<file path="src/rtl/irq_seq_pkg.sv">
package irq_seq_pkg;
  localparam int ADDR_W = 16;
  localparam int DATA_W = 8;

  typedef logic [ADDR_W-1:0] addr_t;
  typedef logic [DATA_W-1:0] byte_t;

  typedef enum logic [4:0] {
    S_IDLE, S_PUSH_PCL, S_PUSH_PCH, S_PUSH_X, S_PUSH_A, S_PUSH_CCR,
    S_VEC_HI, S_VEC_LO, S_FILL0, S_FILL1, S_FILL2,
    S_POP_CCR, S_POP_A, S_POP_X, S_POP_PCH, S_POP_PCL
  } seqState_e;

  typedef enum logic [2:0] {
    B_NONE, B_PCL, B_PCH, B_X, B_A, B_CCR
  } ctxByte_e;

  typedef struct packed {
    logic     capture;
    logic     useSwi;
    logic     push;
    logic     pop;
    ctxByte_e byteSel;
    logic     vecHi;
    logic     vecLo;
    logic     fill;
    logic [1:0] fillIdx;
  } seqCtl_t;
endpackage

</file>
<file path="src/rtl/irq_seq_prio.sv">
module irq_seq_prio #(
  parameter int NUM_SRC = 8,
  parameter int IDX_W   = 3
) (
  input  logic [NUM_SRC-1:0] req,
  output logic               anyReq,
  output logic [IDX_W-1:0]   winIdx
);
  // lowest index wins: scan from the top so the last hit is the smallest
  always_comb begin
    anyReq = |req;
    winIdx = '0;
    for (int k = NUM_SRC - 1; k >= 0; k--) begin
      if (req[k]) winIdx = IDX_W'(k);
    end
  end
endmodule

</file>
<file path="src/rtl/irq_seq_ctrl.sv">
module irq_seq_ctrl
  import irq_seq_pkg::*;
(
  input  logic    clk,
  input  logic    rstN,
  input  logic    instrDone,
  input  logic    anyReq,
  input  logic    swiReq,
  input  logic    rtiReq,
  input  logic    maskBit,
  output seqCtl_t ctl,
  output logic    busy
);
  seqState_e state, nextState;
  logic kindSwi;
  logic takeIrq, takeSwi, takeRti, startAny;

  always_comb begin
    takeIrq  = instrDone && anyReq && !maskBit;
    takeSwi  = instrDone && swiReq && !takeIrq;
    takeRti  = instrDone && rtiReq && !takeIrq && !takeSwi;
    startAny = takeIrq || takeSwi || takeRti;
  end

  always_comb begin
    nextState = state;
    case (state)
      S_IDLE: begin
        if (takeIrq || takeSwi) nextState = S_PUSH_PCL;
        else if (takeRti)       nextState = S_POP_CCR;
      end
      S_PUSH_PCL: nextState = S_PUSH_PCH;
      S_PUSH_PCH: nextState = S_PUSH_X;
      S_PUSH_X:   nextState = S_PUSH_A;
      S_PUSH_A:   nextState = S_PUSH_CCR;
      S_PUSH_CCR: nextState = S_VEC_HI;
      S_VEC_HI:   nextState = S_VEC_LO;
      S_VEC_LO:   nextState = S_FILL0;
      S_FILL0:    nextState = S_FILL1;
      S_FILL1:    nextState = S_FILL2;
      S_FILL2:    nextState = S_IDLE;
      S_POP_CCR:  nextState = S_POP_A;
      S_POP_A:    nextState = S_POP_X;
      S_POP_X:    nextState = S_POP_PCH;
      S_POP_PCH:  nextState = S_POP_PCL;
      S_POP_PCL:  nextState = S_IDLE;
      default:    nextState = S_IDLE;
    endcase
  end

  always_ff @(posedge clk or negedge rstN) begin
    if (!rstN) begin
      state   <= S_IDLE;
      kindSwi <= 1'b0;
    end else begin
      state <= nextState;
      if (state == S_IDLE && startAny) kindSwi <= takeSwi;
    end
  end

  always_comb begin
    ctl          = '0;
    ctl.capture  = (state == S_IDLE) && startAny;
    ctl.useSwi   = kindSwi;
    ctl.byteSel  = B_NONE;
    case (state)
      S_PUSH_PCL: begin ctl.push = 1'b1; ctl.byteSel = B_PCL; end
      S_PUSH_PCH: begin ctl.push = 1'b1; ctl.byteSel = B_PCH; end
      S_PUSH_X:   begin ctl.push = 1'b1; ctl.byteSel = B_X;   end
      S_PUSH_A:   begin ctl.push = 1'b1; ctl.byteSel = B_A;   end
      S_PUSH_CCR: begin ctl.push = 1'b1; ctl.byteSel = B_CCR; end
      S_VEC_HI:   ctl.vecHi = 1'b1;
      S_VEC_LO:   ctl.vecLo = 1'b1;
      S_FILL0:    begin ctl.fill = 1'b1; ctl.fillIdx = 2'd0; end
      S_FILL1:    begin ctl.fill = 1'b1; ctl.fillIdx = 2'd1; end
      S_FILL2:    begin ctl.fill = 1'b1; ctl.fillIdx = 2'd2; end
      S_POP_CCR:  begin ctl.pop = 1'b1; ctl.byteSel = B_CCR; end
      S_POP_A:    begin ctl.pop = 1'b1; ctl.byteSel = B_A;   end
      S_POP_X:    begin ctl.pop = 1'b1; ctl.byteSel = B_X;   end
      S_POP_PCH:  begin ctl.pop = 1'b1; ctl.byteSel = B_PCH; end
      S_POP_PCL:  begin ctl.pop = 1'b1; ctl.byteSel = B_PCL; end
      default: ;
    endcase
  end

  assign busy = (state != S_IDLE);
endmodule

</file>
<file path="src/rtl/irq_seq_dp.sv">
module irq_seq_dp
  import irq_seq_pkg::*;
#(
  parameter int    IDX_W   = 3,
  parameter int    I_BIT   = 3,
  parameter addr_t VEC_TOP = 16'hFFFA,
  parameter addr_t SWI_VEC = 16'hFFFC
) (
  input  logic             clk,
  input  logic             rstN,
  input  seqCtl_t          ctl,
  input  logic             curAny,
  input  logic [IDX_W-1:0] curIdx,
  input  addr_t            pcIn,
  input  byte_t            xIn,
  input  byte_t            aIn,
  input  byte_t            ccrIn,
  input  addr_t            spIn,
  input  byte_t            memRdata,
  output addr_t            memAddr,
  output logic             memWr,
  output logic             memRd,
  output byte_t            memWdata,
  output logic             pcLoad,
  output addr_t            pcOut,
  output logic             xLoad,
  output byte_t            xOut,
  output logic             aLoad,
  output byte_t            aOut,
  output logic             ccrLoad,
  output byte_t            ccrOut,
  output logic             spLoad,
  output addr_t            spOut,
  output logic             qWr,
  output logic [1:0]       qIdx,
  output byte_t            qData
);
  localparam byte_t MASK_SET = byte_t'(1 << I_BIT);

  addr_t savedPc, sp, vecBase, target;
  byte_t savedX, savedA, savedCcr, vecHiByte, popPcHi;
  logic [IDX_W-1:0] startIdx;
  logic [IDX_W-1:0] selIdx;
  addr_t selVec, spUp;

  always_comb begin
    selIdx = curAny ? curIdx : startIdx;
    selVec = ctl.useSwi ? SWI_VEC : (VEC_TOP - (addr_t'(selIdx) << 1));
    spUp   = sp + addr_t'(1);
  end

  always_ff @(posedge clk or negedge rstN) begin
    if (!rstN) begin
      savedPc   <= '0;
      savedX    <= '0;
      savedA    <= '0;
      savedCcr  <= '0;
      sp        <= '0;
      startIdx  <= '0;
      vecBase   <= '0;
      vecHiByte <= '0;
      target    <= '0;
      popPcHi   <= '0;
    end else begin
      if (ctl.capture) begin
        savedPc  <= pcIn;
        savedX   <= xIn;
        savedA   <= aIn;
        savedCcr <= ccrIn;
        sp       <= spIn;
        startIdx <= curIdx;
      end
      if (ctl.push) sp <= sp - addr_t'(1);
      if (ctl.pop)  sp <= spUp;
      if (ctl.vecHi) begin
        vecBase   <= selVec;
        vecHiByte <= memRdata;
      end
      if (ctl.vecLo) target <= {vecHiByte, memRdata};
      if (ctl.pop && ctl.byteSel == B_PCH) popPcHi <= memRdata;
    end
  end

  // memory port
  always_comb begin
    memWr    = ctl.push;
    memRd    = ctl.pop || ctl.vecHi || ctl.vecLo || ctl.fill;
    memAddr  = '0;
    if (ctl.push)       memAddr = sp;
    else if (ctl.pop)   memAddr = spUp;
    else if (ctl.vecHi) memAddr = selVec;
    else if (ctl.vecLo) memAddr = vecBase + addr_t'(1);
    else if (ctl.fill)  memAddr = target + addr_t'(ctl.fillIdx);
    case (ctl.byteSel)
      B_PCL:   memWdata = savedPc[7:0];
      B_PCH:   memWdata = savedPc[15:8];
      B_X:     memWdata = savedX;
      B_A:     memWdata = savedA;
      B_CCR:   memWdata = savedCcr;
      default: memWdata = '0;
    endcase
  end

  // register load hooks
  always_comb begin
    ccrLoad = ctl.vecHi || (ctl.pop && ctl.byteSel == B_CCR);
    ccrOut  = ctl.vecHi ? (savedCcr | MASK_SET) : memRdata;
    aLoad   = ctl.pop && ctl.byteSel == B_A;
    aOut    = memRdata;
    xLoad   = ctl.pop && ctl.byteSel == B_X;
    xOut    = memRdata;
    pcLoad  = (ctl.fill && ctl.fillIdx == 2'd2) || (ctl.pop && ctl.byteSel == B_PCL);
    pcOut   = ctl.fill ? (target + addr_t'(3)) : {popPcHi, memRdata};
    spLoad  = ctl.vecHi || (ctl.pop && ctl.byteSel == B_PCL);
    spOut   = ctl.vecHi ? sp : spUp;
    qWr     = ctl.fill;
    qIdx    = ctl.fillIdx;
    qData   = memRdata;
  end
endmodule

</file>
<file path="src/rtl/irq_seq.sv">
module irq_seq
  import irq_seq_pkg::*;
#(
  parameter int    NUM_SRC = 8,
  parameter int    I_BIT   = 3,
  parameter addr_t VEC_TOP = 16'hFFFA,
  parameter addr_t SWI_VEC = 16'hFFFC
) (
  input  logic               clk,
  input  logic               rstN,
  input  logic               instrDone,
  input  logic [NUM_SRC-1:0] irqReq,
  input  logic               swiReq,
  input  logic               rtiReq,
  input  logic [15:0]        pcIn,
  input  logic [7:0]         xIn,
  input  logic [7:0]         aIn,
  input  logic [7:0]         ccrIn,
  input  logic [15:0]        spIn,
  output logic [15:0]        memAddr,
  output logic               memWr,
  output logic               memRd,
  output logic [7:0]         memWdata,
  input  logic [7:0]         memRdata,
  output logic               busy,
  output logic               pcLoad,
  output logic [15:0]        pcOut,
  output logic               xLoad,
  output logic [7:0]         xOut,
  output logic               aLoad,
  output logic [7:0]         aOut,
  output logic               ccrLoad,
  output logic [7:0]         ccrOut,
  output logic               spLoad,
  output logic [15:0]        spOut,
  output logic               qWr,
  output logic [1:0]         qIdx,
  output logic [7:0]         qData
);
  localparam int IDX_W = (NUM_SRC > 1) ? $clog2(NUM_SRC) : 1;

  seqCtl_t ctl;
  logic anyReq;
  logic [IDX_W-1:0] winIdx;

  irq_seq_prio #(.NUM_SRC(NUM_SRC), .IDX_W(IDX_W)) prio_i (
    .req(irqReq), .anyReq(anyReq), .winIdx(winIdx)
  );

  irq_seq_ctrl ctrl_i (
    .clk(clk), .rstN(rstN), .instrDone(instrDone), .anyReq(anyReq),
    .swiReq(swiReq), .rtiReq(rtiReq), .maskBit(ccrIn[I_BIT]),
    .ctl(ctl), .busy(busy)
  );

  irq_seq_dp #(.IDX_W(IDX_W), .I_BIT(I_BIT), .VEC_TOP(VEC_TOP), .SWI_VEC(SWI_VEC)) dp_i (
    .clk(clk), .rstN(rstN), .ctl(ctl), .curAny(anyReq), .curIdx(winIdx),
    .pcIn(pcIn), .xIn(xIn), .aIn(aIn), .ccrIn(ccrIn), .spIn(spIn),
    .memRdata(memRdata), .memAddr(memAddr), .memWr(memWr), .memRd(memRd),
    .memWdata(memWdata), .pcLoad(pcLoad), .pcOut(pcOut), .xLoad(xLoad),
    .xOut(xOut), .aLoad(aLoad), .aOut(aOut), .ccrLoad(ccrLoad),
    .ccrOut(ccrOut), .spLoad(spLoad), .spOut(spOut), .qWr(qWr),
    .qIdx(qIdx), .qData(qData)
  );
endmodule

</file>
<file path="config.mk">
export PLATFORM = sky130hd
export DESIGN_NAME = irq_seq
export DESIGN_NICKNAME = d
export VERILOG_FILES = /design/src/rtl/irq_seq_pkg.sv /design/src/rtl/irq_seq_prio.sv /design/src/rtl/irq_seq_ctrl.sv /design/src/rtl/irq_seq_dp.sv /design/src/rtl/irq_seq.sv
export SDC_FILE = /design/constraint.sdc
export NUM_CORES = 1
export LEC_CHECK = 0
export ABC_CLOCK_PERIOD_IN_PS = 3900
export CORE_ASPECT_RATIO = 1.25
export CORE_UTILIZATION = 45
export CTS_CLUSTER_SIZE = 25
export DETAILED_ROUTE_END_ITERATION = 8
export HOLD_SLACK_MARGIN = 0.03
export PLACE_DENSITY = 0.74
export SLEW_MARGIN = 10
export SYNTH_ARGS = -nofsm -noshare
export SYNTH_HDL_FRONTEND = slang
export SYNTH_HIERARCHICAL = 1
export SYNTH_SLANG_ARGS = --single-unit
</file>
<file path="constraint.sdc">
create_clock -name clk -period 3.9 [get_ports clk]
set_input_delay 0.39 -clock clk [delete_from_list [all_inputs] [get_ports clk]]
set_output_delay 0.39 -clock clk [all_outputs]
set_load 0.05 [all_outputs]
</file>
Word-level counts from Yosys, hierarchy flattened
Index checks and enable logic that the tools add are counted.
Cells by class
  add/subtract/negate cells: 6
  reduce and logical (&&, ||, !) cells: 36
  equality and inequality tests: 22
  multiplexer cells: 31
Operator list (number)
  2-to-1 mux 16 bit: 11
  one-hot mux 5 bit (14 select lines): 1
  equality test 5 x 4 -> 1 bit, second input constant: 8
  one-hot mux 8 bit (5 select lines): 1
  adder 16 x 1 -> 16 bit, second input constant: 2
  2-to-1 mux 3 bit: 9
  equality test 5 x 3 -> 1 bit, second input constant: 4
  adder 16 x 2 -> 16 bit: 1
  adder 16 x 2 -> 16 bit, second input constant: 1
  subtractor 16 x 1 -> 16 bit, second input constant: 1
  one-hot mux 3 bit (5 select lines): 1
  logical AND 1 bit: 14
  equality test 5 x 2 -> 1 bit, second input constant: 2
  2-to-1 mux 5 bit: 2
  OR reduction 2 bit: 5
  OR reduction 5 bit: 2
  one-hot mux 3 bit (3 select lines): 1
  logical OR 1 bit: 8
  2-to-1 mux 8 bit: 1
  OR reduction 8 bit: 1
  equality test 3 x 2 -> 1 bit, second input constant: 2
  equality test 3 bit, second input constant: 2
  subtractor 4 x 5 -> 6 bit, first input constant: 1
  equality test 5 x 1 -> 1 bit, second input constant: 1
  other kinds (8): 13
Word-level totals
  flip-flop bits (word level): 113
  output and inout port bits: 99
  input bits: 77

Depth between registers and ports, before layout
Gate-level depths: netlist (run 1).
  depth in word-level cells: 14
  gate-level depth with buffers: 11

By module
Netlist (run 1), hierarchy kept.
Modules (own cells, without submodules)
  irq_seq_dp: cells each 732, area an instance 6693.9 um^2, sequential area each 2402.3 um^2, times used 1
  irq_seq_ctrl: cells each 56, area an instance 442.9 um^2, sequential area each 125.1 um^2, times used 1
  irq_seq_prio: cells each 13, area an instance 81.3 um^2, sequential area each 0.0 um^2, times used 1

Worst setup path before layout (run 1)
No wires, ideal clock.
  path kind: flip-flop to output port
  start: reg ctrl_i.state[3]
  end: out memAddr[14]
  stages on the path, launching flop included: 11
  slack: 297 ps
  arrival time: 3213 ps
  path buffers: 1
  cells stage by stage: dfrtp_1 -> buf_2 -> nor2b_1 -> and3_1 -> ha_1 -> fa_1 -> nand2_1 -> nor4_1 -> xor2_1 -> a21oi_1 -> a311oi_1
RTL lines
  from (decl): line irq_seq_ctrl.sv:14  | seqState_e state, nextState;
  from (signal assigned): line irq_seq_ctrl.sv:56  | state <= nextState;
  to (decl): line irq_seq.sv:20  | output logic [15:0] memAddr,

Final worst setup path (run 1)
  start: reg ctrl_i.state[2]
  end: out memAddr[10]
On the way
  longest elaborated chain between the ends: 8
  elaborated cells between the ends (all ways): 28
  classes of those cells: 1 x add/sub; 15 x eq/ne; 10 x mux; 2 x reduce/logical
RTL lines
  equality test 5 x 4 -> 1 bit: line irq_seq_ctrl.sv:66  | case (state)
  one-hot mux 3 bit (3 select lines): line irq_seq_ctrl.sv:66
  adder 16 x 2 -> 16 bit: line irq_seq_dp.sv:93  | else if (ctl.fill) memAddr = target + addr_t'(ctl.fillIdx);
  2-to-1 mux 16 bit: line irq_seq_dp.sv:93
  2-to-1 mux 16 bit: line irq_seq_dp.sv:92  | else if (ctl.vecLo) memAddr = vecBase + addr_t'(1);
  2-to-1 mux 16 bit: line irq_seq_dp.sv:91  | else if (ctl.vecHi) memAddr = selVec;
  2-to-1 mux 16 bit: line irq_seq_dp.sv:90  | else if (ctl.pop) memAddr = spUp;
  2-to-1 mux 16 bit *: line irq_seq_dp.sv:89  | if (ctl.push) memAddr = sp;
Every way passes the cells marked *; elsewhere a longest branch is shown, timed or not.

==> out/qor.csv, run 1 <==
metric;value;unit
largest net degree at the start of global routing;77;
outcome;finished, final reports clean;
Post-Syn Instances;801;
TritonRoute pass-1 iters;5;
vias in the first global route;6101;
RSZ-0062 raised after global routing;false;
WL/cell;18.0;µm
Max Fclk;0.270;GHz
number of synthesized flops with an enable pin;0;
Worst EP arrival;3.31;ns
Avg Inst Size Synth;9.01;µm²
Cell Rows;51;
H-tree depth;3;
post-detailed-placement cell area;0.00891;mm²
CP Launch Type;flop;
I/O pins;176;
Final min period;3.70;ns
antenna-violating nets left;0;
CTS Buf Count;9;
Fin. Hold Viols;0;
drt drc;0;
Final period util;94.9;%
Post-CTS Setup Inserts;0;
full die area;0.0166;mm²
global-route wire length before repair;32.0;mm
Layout Skew;0.00399;ns
CTS tree;done;
YS warnings;6;
Setup CP Type;reg2out;
I/O Buffers;175;
Area growth syn-to-layout;27.6;%
Design Area, Final;0.00921;mm²
antenna cell count;0;
Max transition margin;32.7;%
Crit. End Element;output port;
worst-path fanout max;16;
global router's overall resource usage;25.3;%
dpl hpwl;14.7;mm
CTS clk-pin slew, worst paths;0.08;ns
top cells by area, synth;dfrtp_1, mux2_2, a21oi_1;
Min Hold Slack;0.187;ns
area of the mapped netlist;0.00722;mm²
clock net sink count;101;
layout net count;994;
gr ovfl total;0;
ys async rst share;100;%
initial antenna violation count;0;
DR vias/cell;5.69;
via count;6415;
sequential element share of the synthesized area;35.0;%
Die W;115;µm
slack of the worst reg-to-reg path;1.25;ns
Post-Route WL;20.3;mm
syn nets;885;
maxcap violations;0;
cell taking the most area after synthesis;dfrtp_1;
GP Congestion;0.948;
core footprint;0.0156;mm²
Max Slew Vio Count;0;
Yosys reg bits;101;
Worst Path Required;3.51;ns
clk root buf;clkbuf_16;
# setup viols final;0;
Worst Hold Class;in2async;
Die Ht;144;µm
setup_tns;0;ns
main flop type after synthesis;dfrtp_1;
clk buf depth;2;
Yosys top cell area share;35.0;%
Critical R2R Capture;dp_i/popPcHi[2]$_DFFE_PN0P_;
Final Util;58.9;%
FF-to-FF path depth;7;
Slew @ Worst Pin;1.01;ns
Starting Density;46.2;%
Clk Latency, worst-skew pair;0.36;ns
drt first-iter violations;478;
count of different cell masters after synthesis;77;
fraction of layout cells with a size suffix above 1;18.9;%
worst r2r src;ctrl_i/state[2]$_DFFE_PN0P_;
flip-flops by register name, indices dropped and copies added (netlist names):
| register | count |
|---|---|
| dp_i/savedCcr | 8 |
| dp_i/target | 16 |
| dp_i/savedA | 8 |
| ctrl_i/kindSwi | 1 |
| dp_i/startIdx | 3 |
| dp_i/vecHiByte | 8 |
| ctrl_i/state | 4 |
| dp_i/savedX | 8 |
| dp_i/sp | 16 |
| dp_i/savedPc | 16 |
| dp_i/popPcHi | 8 |
| dp_i/vecBase | 5 |
per-stage QoR:
stage / instances / setup slack [ns]
CTS: 1127 / 0.00983
finish: 1127 / 0.197
global placement: 1111 / 0.476
global route: 1127 / 0.0146
detailed placement: 1111 / 0.428
floorplan: 801 / 0.297
synthesized netlist by cell type, drive strengths merged, types with 11 or more instances:
master,instances
clkbuf,37
nor2,76
nand3,19
mux2i,22
dfrtp,101
a21oi,68
mux2,82
nand2,49
xor2,19
nand4,11
buf,59
o21ai,40
nor3,24
inv,18
xnor2,30
critical path: stages (launching register included):
cell,delay [ns]
dfrtp_1,0.69
nor2b_1,0.17
and3_1,0.25
ha_1,0.23
fa_1,0.44
nand2_1,0.16
nor3_1,0.08
xor2_1,0.14
a21oi_1,0.12
a311oi_1,0.47
buf_12,0.20
area by class of cell:
type,instances,area (µm²)
Multi-Input combinational cell,585,4120
Timing Repair Buffer,194,1930
Clock inverter,7,67.6
Fill cell,1373,6420
Tap cell,212,265
Clock buffer,9,225
Inverter,19,71.3
Sequential cell,101,2530
timing repair:
item,4_1_cts,5_1_grt
setup endpoints to repair,0,7
resized for setup,0,5
hold buffers,0,0
how the worst max path moves through the flow:
stage	startpoint	to	slack, ns	depth (start not counted)
finish	ctrl_i/state[2]$_DFFE_PN0P_	memAddr[10]	0.20	10
global route	ctrl_i/state[2]$_DFFE_PN0P_	memAddr[10]	0.01	10
detailed placement	ctrl_i/state[2]$_DFFE_PN0P_	memAddr[7]	0.43	9
floorplan	ctrl_i/state[3]$_DFFE_PN0P_	memAddr[14]	0.30	10
CTS	ctrl_i/state[2]$_DFFE_PN0P_	memAddr[7]	0.01	9
global placement	ctrl_i/state[2]$_DFFE_PN0P_	memAddr[7]	0.48	9
metal layers:
| layer | GRT usage (%) | wire length (µm) | vias to the layer above |
|---|---|---|---|
| li1 | - | - | 3066 |
| met3 | 5.40 | 1320 | 32 |
| met4 | 9.36 | 444 | 0 |
| met5 | 0 | 0 | - |
| met2 | 42.9 | 9970 | 243 |
| met1 | 31.6 | 8580 | 3074 |
kinds of logic (layout without fill, tap and decap cells):
family          count (synthesis)  in the layout  share of synthesized area [%]
compound gates                186            186                           16.4
xor+xnor                       49             49                           5.95
fa+ha+maj                       7              7                           1.32
buf+inv                       115            229                           8.53
flops                         101            101                           35.0
mux                           104            104                           15.8
simple gates                  239            239                           17.0
layout by cell type (no fill, tap or decap), drive strengths merged, types with 8 or more instances in the layout:
| cell | n |
|---|---|
| a211o | 9 |
| a21oi | 68 |
| and3 | 10 |
| buf | 46 |
| clkbuf | 9 |
| clkdlybuf4s50 | 146 |
| dfrtp | 101 |
| inv | 21 |
| mux2 | 82 |
| mux2i | 22 |
| nand2 | 49 |
| nand2b | 9 |
| nand3 | 19 |
| nand4 | 11 |
| nor2 | 76 |
| nor3 | 24 |
| nor4 | 8 |
| o21ai | 40 |
| xnor2 | 30 |
| xor2 | 19 |
Power of run 1 is not shown: default switching activity piles up to over one toggle a cycle in this logic, so the estimate is an artifact.
==> run 2: changes to the inputs <==
==> constraint.sdc (replaced) <==
create_clock -name clk -period 3.9 [get_ports clk]
set_input_delay 0.39 -clock clk [delete_from_list [all_inputs] [get_ports clk]]
set_output_delay 0.39 -clock clk [all_outputs]
set_load 0.01 [all_outputs]
==> run 2 against run 1 <==
Against the previous run:
- utilization is 0.088 points lower
- sequential share of layout area grew 0.055 points
- count of clock-buffer cells in the layout is the same
- hold slack got worse by 0.097 ns
- die area did not move
- register-to-register slack worse by 0.31 ns
- cell area decreased by 0.15%
- clock skew up 0.0081 ns
- maximum frequency down 2.6%
- global-route usage rose by 0.19 points
- via count down 0.44%
- critical path depth fell by 4
- critical endpoint is now memAddr[9]
==> out/qor.csv, run 2 (synthesis gave the netlist of run 1 again) <==
metric;value;unit;change
Post-Route WL;20.3;mm;about the same
Post-CTS Setup Inserts;0;;unchanged
via count;6387;;-0.44%
Crit. End Element;output port;;
Worst EP arrival;3.41;ns;+0.10 ns
RSZ-0062 raised after global routing;true;;
total leakage power;0.00360;µW;
setup_tns;0;ns;unchanged
clock net sink count;101;;unchanged
# setup viols final;0;;unchanged
Worst Hold Class;in2async;;
global router's overall resource usage;25.5;%;+0.19 points
Layout Skew;0.0121;ns;+0.00811 ns
worst-path fanout max;20;;+4
fraction of layout cells with a size suffix above 1;16.3;%;-2.6 points
DP Worst Slack;0.260;ns;-0.168 ns
CTS Buf Count;9;;unchanged
H-tree depth;3;;unchanged
Max transition margin;42.1;%;+9.4 points
commonest non-fill, non-tap cells in the layout;clkdlybuf4s50_1, dfrtp_1, mux2_2;;
Top Registers;dp_i/savedPc x16, dp_i/sp x16, dp_i/target x16;;
PwrDens;900;mW/mm²;
Pwr Total;8280;µW;
Final period util;97.5;%;+2.5 points
commonest non-fill, non-tap cell in the layout;clkdlybuf4s50_1;;
TritonRoute pass-1 iters;5;;unchanged
Slew @ Worst Pin;0.866;ns;-0.144 ns
hold_buf cts;0;;unchanged
Final Util;58.8;%;-0.088 points
CP Launch Type;flop;;
WL/cell;18.1;µm;+0.12%
drt drc;0;;unchanged
antenna-violating nets left;0;;unchanged
Reg area;0.00253;mm²;about the same
DR vias/cell;5.67;;-0.35%
PostCTS Resize Cnt;0;;unchanged
CP startpoint;ctrl_i/state[2]$_DFFE_PN0P_;;
CTS clk-pin slew, worst paths;0.08;ns;about the same
VDD IR max;0.693;mV;
outcome;finished, final reports clean;;
Worst Path Required;3.51;ns;about the same
global-route wire length before repair;32.5;mm;+1.6%
gr ovfl total;0;;unchanged
Die W;115;µm;unchanged
Starting Density;46.2;%;unchanged
Clk Latency, worst-skew pair;0.36;ns;about the same
worst r2r src;ctrl_i/state[2]$_DFFE_PN0P_;;
antenna cell count;0;;unchanged
Fin. Hold Viols;0;;unchanged
core footprint;0.0156;mm²;unchanged
vias in the first global route;6215;;+1.9%
maxcap violations;0;;unchanged
final setup margin;0.0981;ns;-0.0989 ns
I/O pins;176;;unchanged
Multi-input gate area;0.00413;mm²;about the same
GP Congestion;0.922;;-2.7%
full die area;0.0166;mm²;unchanged
placed cell count;1110;;-0.090%
Area growth syn-to-layout;27.5;%;
Non-Filler Instances;1126;;-0.089%
dpl hpwl;14.8;mm;+0.82%
Final min period;3.80;ns;+0.0989 ns
clk root buf;clkbuf_16;;
I/O Buffers;175;;unchanged
Max Slew Vio Count;0;;unchanged
clk buf depth;2;;unchanged
largest net degree at the start of global routing;61;;-21%
initial antenna violation count;0;;unchanged
Max Fclk;0.263;GHz;-2.6%
Die Ht;144;µm;unchanged
Fillers;1417;;+3.2%
Setup CP Type;reg2out;;
Cell Rows;51;;unchanged
layout net count;993;;-0.10%
CTS tree;done;;
drt first-iter violations;497;;+4.0%
-- run 2: worst max-delay path: stages (launching register included) --
cell and delay [ns]:
dfrtp_1 0.50, buf_4 0.23, nor3_1 0.08, a211oi_4 0.66, nor2_1 0.43, a311oi_1 0.53
clkdlybuf4s50_1 0.62
-- run 2: layout make-up --
cell class              count  share of cell area, %
clock buffers               9                   2.45
multi-input cells         585                   44.9
repair buffers            193                   20.6
inverters                  19                  0.816
well taps                 212                   2.88
clock inverters             7                  0.884
flip-flops and latches    101                   27.5
-- run 2: per-stage QoR --
step	area (µm²)	hold WS, ns
after global placement	8880	0.483
after global routing	9200	0.152
final	9200	0.0892
after CTS	9180	0.121
after floorplan	7220	0.0944
after detailed placement	8880	0.482
-- run 2: where the power goes --
part | switching [µW] | internal (µW)
combinational | 2570 | 2570
clock | 433 | 508
sequential | 650 | 1560
total | 3650 | 4630
-- run 2: worst paths after layout --
| kind | end | depth (start not counted) | slack (ns) |
|---|---|---|---|
| min reg2reg | dp_i/vecBase[14]$_DFFE_PN0P_ | 1 | 0.50 |
| min in group clk | dp_i/vecBase[14]$_DFFE_PN0P_ | 1 | 0.50 |
| min | dp_i/savedX[1]$_DFFE_PN0P_ | 1 | 0.09 |
| max in group asynchronous | dp_i/sp[5]$_DFFE_PN0P_ | 2 | 2.92 |
| max reg2reg | dp_i/sp[3]$_DFFE_PN0P_ | 8 | 0.94 |
| max | memAddr[9] | 6 | 0.1 |
-- run 2: routing by layer --
layer | part of all wire (%) | up-vias | GRT usage, %
li1 | - | 3063 | -
met4 | 2.3 | 0 | 9.16
met3 | 6.8 | 28 | 6.07
met5 | 0 | - | 0
met1 | 42 | 3046 | 32.0
met2 | 49 | 250 | 42.6
Note: power is estimated with default switching activity, not from simulation.
==> run 3: changes to the inputs <==
--- a/config.mk
+++ b/config.mk
@@ -7,13 +7,16 @@
 export LEC_CHECK = 0
 export ABC_CLOCK_PERIOD_IN_PS = 3900
 export CORE_ASPECT_RATIO = 1.25
+export CORE_MARGIN = 1
 export CORE_UTILIZATION = 45
 export CTS_CLUSTER_SIZE = 25
 export DETAILED_ROUTE_END_ITERATION = 8
 export HOLD_SLACK_MARGIN = 0.03
 export PLACE_DENSITY = 0.74
+export SKIP_LAST_GASP = 1
 export SLEW_MARGIN = 10
 export SYNTH_ARGS = -nofsm -noshare
 export SYNTH_HDL_FRONTEND = slang
 export SYNTH_HIERARCHICAL = 1
 export SYNTH_SLANG_ARGS = --single-unit
+export TNS_END_PERCENT = 5
==> run 3 against run 2 <==
Against the previous run:
- clock power about the same
- critical path depth unchanged
- hold slack worse by 0.00098 ns
- first-iteration DRC count fell by 9.7%
- non-clock buffer count unchanged
- global-route usage unchanged
- combinational power is essentially flat
- highest routed layer unchanged
==> out/qor.csv, run 3 (synthesis gave the netlist of run 1 again) <==
metric;value;unit;change
CTS Buf Count;9;;unchanged
Worst Hold Class;in2async;;
drt first-iter violations;449;;-9.7%
largest net degree at the start of global routing;61;;unchanged
Min Hold Slack;0.0883;ns;-0.000985 ns
Slew @ Worst Pin;0.853;ns;-0.0127 ns
Setup CP Type;reg2out;;
global-route wire length before repair;32.5;mm;unchanged
Layout Skew;0.0117;ns;-0.000353 ns
H-tree depth;3;;unchanged
Final period util;97.7;%;+0.22 points
RSZ-0062 raised after global routing;true;;
Final Util;58.8;%;about the same
antenna cell count;0;;unchanged
CP Launch Type;flop;;
Area growth syn-to-layout;27.4;%;about the same
Post-Route WL;20.3;mm;-0.11%
Die W;115;µm;unchanged
Starting Density;46.2;%;unchanged
placed cell count;1110;;unchanged
CTS tree;done;;
PostCTS Resize Cnt;0;;unchanged
gr ovfl total;0;;unchanged
Die Ht;144;µm;unchanged
I/O pins;176;;unchanged
Post-CTS Setup Inserts;0;;unchanged
I/O Buffers;175;;unchanged
Cell Rows;51;;unchanged
vias in the first global route;6215;;unchanged
Fin. Hold Viols;0;;unchanged
Top Registers;dp_i/savedPc x16, dp_i/sp x16, dp_i/target x16;;
total leakage power;0.00360;µW;about the same
clk buf depth;2;;unchanged
Reg area;0.00253;mm²;about the same
Worst Path Required;3.51;ns;about the same
initial antenna violation count;0;;unchanged
Clk Latency, worst-skew pair;0.36;ns;about the same
GP Congestion;0.922;;unchanged
commonest non-fill, non-tap cells in the layout;clkdlybuf4s50_1, dfrtp_1, mux2_2;;
WL/cell;18.0;µm;-0.11%
clk root buf;clkbuf_16;;
commonest non-fill, non-tap cell in the layout;clkdlybuf4s50_1;;
Final min period;3.81;ns;+0.00875 ns
via count;6368;;-0.30%
clock net sink count;101;;unchanged
Max Slew Vio Count;0;;unchanged
worst-path fanout max;20;;unchanged
# setup viols final;0;;unchanged
CTS clk-pin slew, worst paths;0.08;ns;about the same
Max transition margin;42.9;%;+0.85 points
full die area;0.0166;mm²;unchanged
Worst EP arrival;3.42;ns;about the same
Multi-input gate area;0.00413;mm²;unchanged
maxcap violations;0;;unchanged
PwrDens;900;mW/mm²;about the same
VDD IR max;0.692;mV;about the same
Non-Filler Instances;1126;;unchanged
outcome;finished, final reports clean;;
Crit. End Element;output port;;
antenna-violating nets left;0;;unchanged
Fillers;1416;;-0.071%
TritonRoute pass-1 iters;5;;unchanged
DR vias/cell;5.66;;-0.30%
drt drc;0;;unchanged
hold_buf cts;0;;unchanged
Max Fclk;0.262;GHz;-0.23%
layout net count;993;;unchanged
fraction of layout cells with a size suffix above 1;16.1;%;-0.22 points
global router's overall resource usage;25.5;%;unchanged
dpl hpwl;14.8;mm;unchanged
core footprint;0.0156;mm²;unchanged
## run 3: metal layers
| metal | vias up | global-route usage (%) | routed length (µm) |
|---|---|---|---|
| met4 | 0 | 9.16 | 514 |
| met5 | - | 0 | 0 |
| met1 | 3041 | 32.0 | 8600 |
| li1 | 3059 | - | - |
| met3 | 30 | 6.07 | 1340 |
| met2 | 238 | 42.6 | 9850 |
## run 3: worst max-delay path: stages, from the launching register on
cell	delay, ns
dfrtp_1	0.50
buf_4	0.23
nor3_1	0.08
a211oi_4	0.67
nor2_1	0.42
a311oi_1	0.54
clkdlybuf4s50_1	0.62
## run 3: cell type report
type | instances | area share (%)
flip-flops and latches | 101 | 27.5
inverters | 19 | 0.776
repair buffers | 193 | 20.6
clock buffers | 9 | 2.45
multi-input cells | 585 | 44.9
well taps | 212 | 2.88
clock inverters | 7 | 0.884
## run 3: report_power, final
part,total (µW),switching [µW],internal [µW]
clock network,941,433,508
logic,5130,2560,2570
registers,2200,649,1550
total,8280,3650,4630
## run 3: path summary, 6_finish.rpt
kind	start	end	slack, ns	cells after the start
min	rstN	dp_i/savedX[1]$_DFFE_PN0P_	0.09	1
max in group asynchronous	rstN	dp_i/sp[5]$_DFFE_PN0P_	2.92	2
min in group clk	dp_i/vecBase[14]$_DFFE_PN0P_	dp_i/vecBase[14]$_DFFE_PN0P_	0.50	1
min reg2reg	dp_i/vecBase[14]$_DFFE_PN0P_	dp_i/vecBase[14]$_DFFE_PN0P_	0.50	1
max reg2reg	ctrl_i/state[2]$_DFFE_PN0P_	dp_i/sp[3]$_DFFE_PN0P_	0.93	8
max	ctrl_i/state[2]$_DFFE_PN0P_	memAddr[9]	0.09	6
## run 3: per-stage QoR
stage / setup TNS [ns] / total power, µW / cell area [µm²] / worst slack [ns]
final: 0 / 8280 / 9200 / 0.0893
after floorplan: 0 / 5260 / 7220 / 1.16
after global placement: 0 / 7230 / 8880 / 0.331
after CTS: 0 / 8270 / 9180 / 0.0693
after global routing: -0.0895 / 8880 / 9200 / -0.0386
after detailed placement: 0 / 7290 / 8880 / 0.260
